`config.mk`:
```
export PLATFORM = sky130hd
export DESIGN_NAME = pal_out_cell
export DESIGN_NICKNAME = d
export VERILOG_FILES = /design/src/rtl/pal_out_cell.sv
export SDC_FILE = /design/constraint.sdc
export NUM_CORES = 1
export LEC_CHECK = 0
export ABC_AREA = 1
export BUFFER_PORTS_ARGS = -buffer_cell sky130_fd_sc_hd__buf_4
export CORE_AREA = 8 8 45 47
export CTS_BUF_LIST = sky130_fd_sc_hd__clkbuf_4 sky130_fd_sc_hd__clkbuf_8 sky130_fd_sc_hd__clkbuf_16
export DETAILED_ROUTE_END_ITERATION = 16
export DIE_AREA = 0 0 53 55
export MAX_ROUTING_LAYER = met4
export PLACE_DENSITY = 0.51
export SLEW_MARGIN = 5
export SYNTH_ARGS = -nofsm -noshare
export SYNTH_HDL_FRONTEND = slang
export SYNTH_SLANG_ARGS = --single-unit
```
`constraint.sdc`:
```
create_clock -name clk -period 0.8 [get_ports clk]
set_input_delay 0.08 -clock clk [delete_from_list [all_inputs] [get_ports clk]]
set_output_delay 0.08 -clock clk [all_outputs]
set_load 0.05 [all_outputs]
```
`src/rtl/pal_out_cell.sv`:
```
module pal_out_cell #(
  parameter int NTERMS = 8
) (
  input  logic              clk,
  input  logic              rst_n,
  input  logic [1:0]        glb_mode_i,
  input  logic [1:0]        loc_mode_i,
  input  logic [NTERMS-1:0] terms_i,
  input  logic [NTERMS-1:0] term_off_i,
  input  logic              oe_pin_i,
  input  logic              pin_in_i,
  input  logic              adj_pin_i,
  output logic              pad_do_o,
  output logic              pad_oe_o,
  output logic              fb_o
);

  logic simple_m, complex_m, reg_m, reg_cell, t0_data, sum, q;
  logic [NTERMS-1:0] live;

  assign simple_m  = (glb_mode_i == 2'b00);
  assign complex_m = (glb_mode_i == 2'b01);
  assign reg_m     = glb_mode_i[1];
  assign reg_cell  = reg_m & loc_mode_i[1];
  assign t0_data   = simple_m | reg_cell;

  assign live = terms_i & ~term_off_i;
  assign sum  = |(live & {{(NTERMS-1){1'b1}}, t0_data});

  always_ff @(posedge clk or negedge rst_n)
    if (!rst_n) q <= 1'b0;
    else        q <= sum;

  assign pad_do_o = (reg_cell ? q : sum) ^ loc_mode_i[0];

  always_comb begin
    if (simple_m)        pad_oe_o = ~loc_mode_i[1];
    else if (complex_m)  pad_oe_o = ~loc_mode_i[1] & live[0];
    else                 pad_oe_o = loc_mode_i[1] ? oe_pin_i : live[0];
  end

  always_comb begin
    if (simple_m)        fb_o = loc_mode_i[1] ? pin_in_i : adj_pin_i;
    else if (reg_cell)   fb_o = q;
    else                 fb_o = pin_in_i;
  end


  ded_in_chk: assert property (@(posedge clk) disable iff (!rst_n)
    (simple_m && loc_mode_i[1]) |-> !pad_oe_o);


  oe_term_off_chk: assert property (@(posedge clk) disable iff (!rst_n)
    (!simple_m && !loc_mode_i[1] && term_off_i[0]) |-> !pad_oe_o);


  all_off_chk: assert property (@(posedge clk) disable iff (!rst_n)
    (&term_off_i && !reg_cell) |-> (pad_do_o == loc_mode_i[0]));


  reg_hold_chk: assert property (@(posedge clk) disable iff (!rst_n)
    (reg_cell && $past(&term_off_i)) |-> (pad_do_o == loc_mode_i[0]));


  reg_oe_chk: assert property (@(posedge clk) disable iff (!rst_n)
    reg_cell |-> (pad_oe_o == oe_pin_i));


  fb_reg_chk: assert property (@(posedge clk) disable iff (!rst_n)
    reg_cell |-> (fb_o == (pad_do_o ^ loc_mode_i[0])));

endmodule

```
==> impl_metrics.yaml <==
die:
  core_area_um2: 1380
  die_w_um: 53
  core.rowCount: 14
  die_y_um: 55
  start_util_pct: 16.3
  die_area_um2: 2920
  ioPinCount: 28
drt:
  wire_per_inst_um: 10.1
  ant_nets: 0
  vias: 384
  viasPerCell: 4.04
  drt-initial-drc-count: 2
  drt-pass1-iter-count: 2
  drcViolationCount: 0
  finalWirelength_um: 963
finish:
  drive_above_1_share_pct: 87.3
  fin_cells: 95
  design_area_um2: 718
  top_register: "q"
  antennaDiodeCount: 0
  reg.largest.list: "q x1"
  area_growth_pct: 219
  largest_register_ffs: 1
  nets: 106
timing:
  period_needed_ns: 0.956
  slew_headroom_pct: 89.1
  final_hold_viol_count: 0
  rsz0062_at_grt: "true"
  finalMaxSlewViolations: 0
  setup_viol_count_final: 3
  worst_pin_slew_ns: 0.162
  timing.fmax_mhz: 1050
  fin_crit_sh_pct: 120
  layout_setup_ws_ns: -0.156
  hold_slack_ns: 0.368
placement:
  pre_cts_ws_ns: -0.283
  dpl.cell_count: 92
  place_area_um2: 536
  numPortBuffers: 27
  place_congestion: 0.723
  dp_hpwl_um: 734
global_routing:
  grt_overflow: 0
  track_usage_pct: 5.73
  grt_pass1_wl_um: 1370
  antenna_found_initial: 0
  grt_max_degree: 6
  first_global_vias: 356
critical_path:
  worstPathArrival_ns: 0.88
  endpoint_kind: "output port"
  critPathKind: "input port to output port"
  path_max_fanout: 4
  startpoint_type: "input port"
  cp.required_ns: 0.72
synth:
  synth_cell_type_count: 13
  syn_nets: 68
  syn_inst: 43
  synth_warnings: 0
  syn_area_per_cell_um2: 5.24
  yosys_register_bits: 1
  yosysTopAreaCellShare_pct: 26.7
  ys_seq_area_share_pct: 11.1
  synth_top_area_cell: "nand2_1"
  synth_area_leaders: "nand2_1 (27%), inv_1 (17%), dfrtp_1 (11%), nor2_8 (8.9%), nand3_1 (6.7%)"
  netlist_area_um2: 225
status:
  violations: "setup timing"
  status: "finished with violations"
power_and_ir_drop:
  power.internal_mw: 0.283
  power_switching_mw: 0.195
  power.leakage_nw: 0.376
  ir_drop_uv: 272
  pwr-share-clk_pct: 0
  p_seq_share_pct: 11.7
  swShare_pct: 40.8
  pwr-share-comb_pct: 88.3
  powerDensity_nw_per_um2: 666
flow_run:
  cap_violations: 0
hold_path:
  hp-class: "input port to register"
clock_tree:
  path_clk_slew_ns: 0
## synthesized netlist by cell type
cell type	count
nand3_1	3
o211ai_1	1
dfrtp_1	1
a21oi_1	2
nor2_2	2
nand3_2	1
inv_1	10
o21ai_0	2
nor2_8	1
nand2_1	16
nor2_1	1
inv_2	2
nand2_2	1
## placed cells by master, fill, tap and decap left out, types with 2 or more instances in the layout
| master | synthesis | routed |
|---|---|---|
| buf_4 | 0 | 17 |
| buf_6 | 0 | 15 |
| nand2_2 | 1 | 12 |
| inv_2 | 2 | 7 |
| nand2_4 | 0 | 4 |
| inv_1 | 10 | 3 |
| nand3_2 | 1 | 3 |
| nor2_2 | 2 | 2 |
| a21oi_2 | 0 | 2 |
| o21ai_1 | 0 | 2 |
| buf_8 | 0 | 2 |
## worst paths after layout
| check | from | endpoint | slack [ns] | depth (start not counted) |
|---|---|---|---|---|
| max in group asynchronous | rst_n | q | 0.32 | 2 |
| min in group asynchronous | rst_n | q | 0.40 | 2 |
| worst max-delay path | glb_mode_i[1] | pad_do_o | -0.16 | 11 |
| worst min-delay path | terms_i[7] | q | 0.37 | 5 |
## through the flow
stage	setup TNS, ns	total power [mW]	util, %
floorplan	-0.535	0.207	-
global placement	-0.483	0.366	38.7
detailed placement	-0.514	0.368	38.7
CTS	-0.300	0.422	44.5
global route	-0.500	0.509	51.9
finish	-0.366	0.478	51.9
## cells by family after synthesis
group,Yosys count,share of synthesized area (%)
simple gates,25,56.7
buf+inv,12,20.0
compound gates,5,12.2
flops,1,11.1
## worst max-delay path, cell delays in order
cell      delay [ns]
buf_12          0.10
clkinv_8        0.05
nand2_8         0.06
nand2_4         0.06
nand2_4         0.05
nand3_2         0.08
nand2_2         0.08
nand2_2         0.05
nand2_2         0.07
nand2_4         0.05
buf_8           0.14
## routing by layer
layer / up-vias / global-route usage [%] / wire [um]
met1: 166 / 7.72 / 345
met3: 0 / 1.87 / 108
li1: 199 / - / -
met2: 19 / 8.59 / 508
met4: 0 / 0 / 0
met5: - / - / 0
## area by class of cell
cell class                 instances  area, um2
sequential                         1       25.0
timing repair buffer              36        357
fill                             144        666
tap                               16       20.0
inverter                          12       70.1
multi-input combinational         30        246
## timing repair
action                                  in CTS  in global routing
hold buffers                                 1                  0
pin swaps                                   11                 13
gates resized for setup                     25                 27
endpoints found under the setup margin       3                  3
endpoints found under the hold margin        1                  0
buffers inserted                             1                  2
## power groups by stage
stage	clock network, mW	registers [mW]	logic [mW]
finish	0	0.0560	0.422
global route	0	0.0564	0.453
CTS	0	0.0561	0.365
detailed placement	0	0.0561	0.312
global placement	0	0.0562	0.310
floorplan	0	0.0558	0.151
Note: power is estimated with default switching activity, not from simulation.
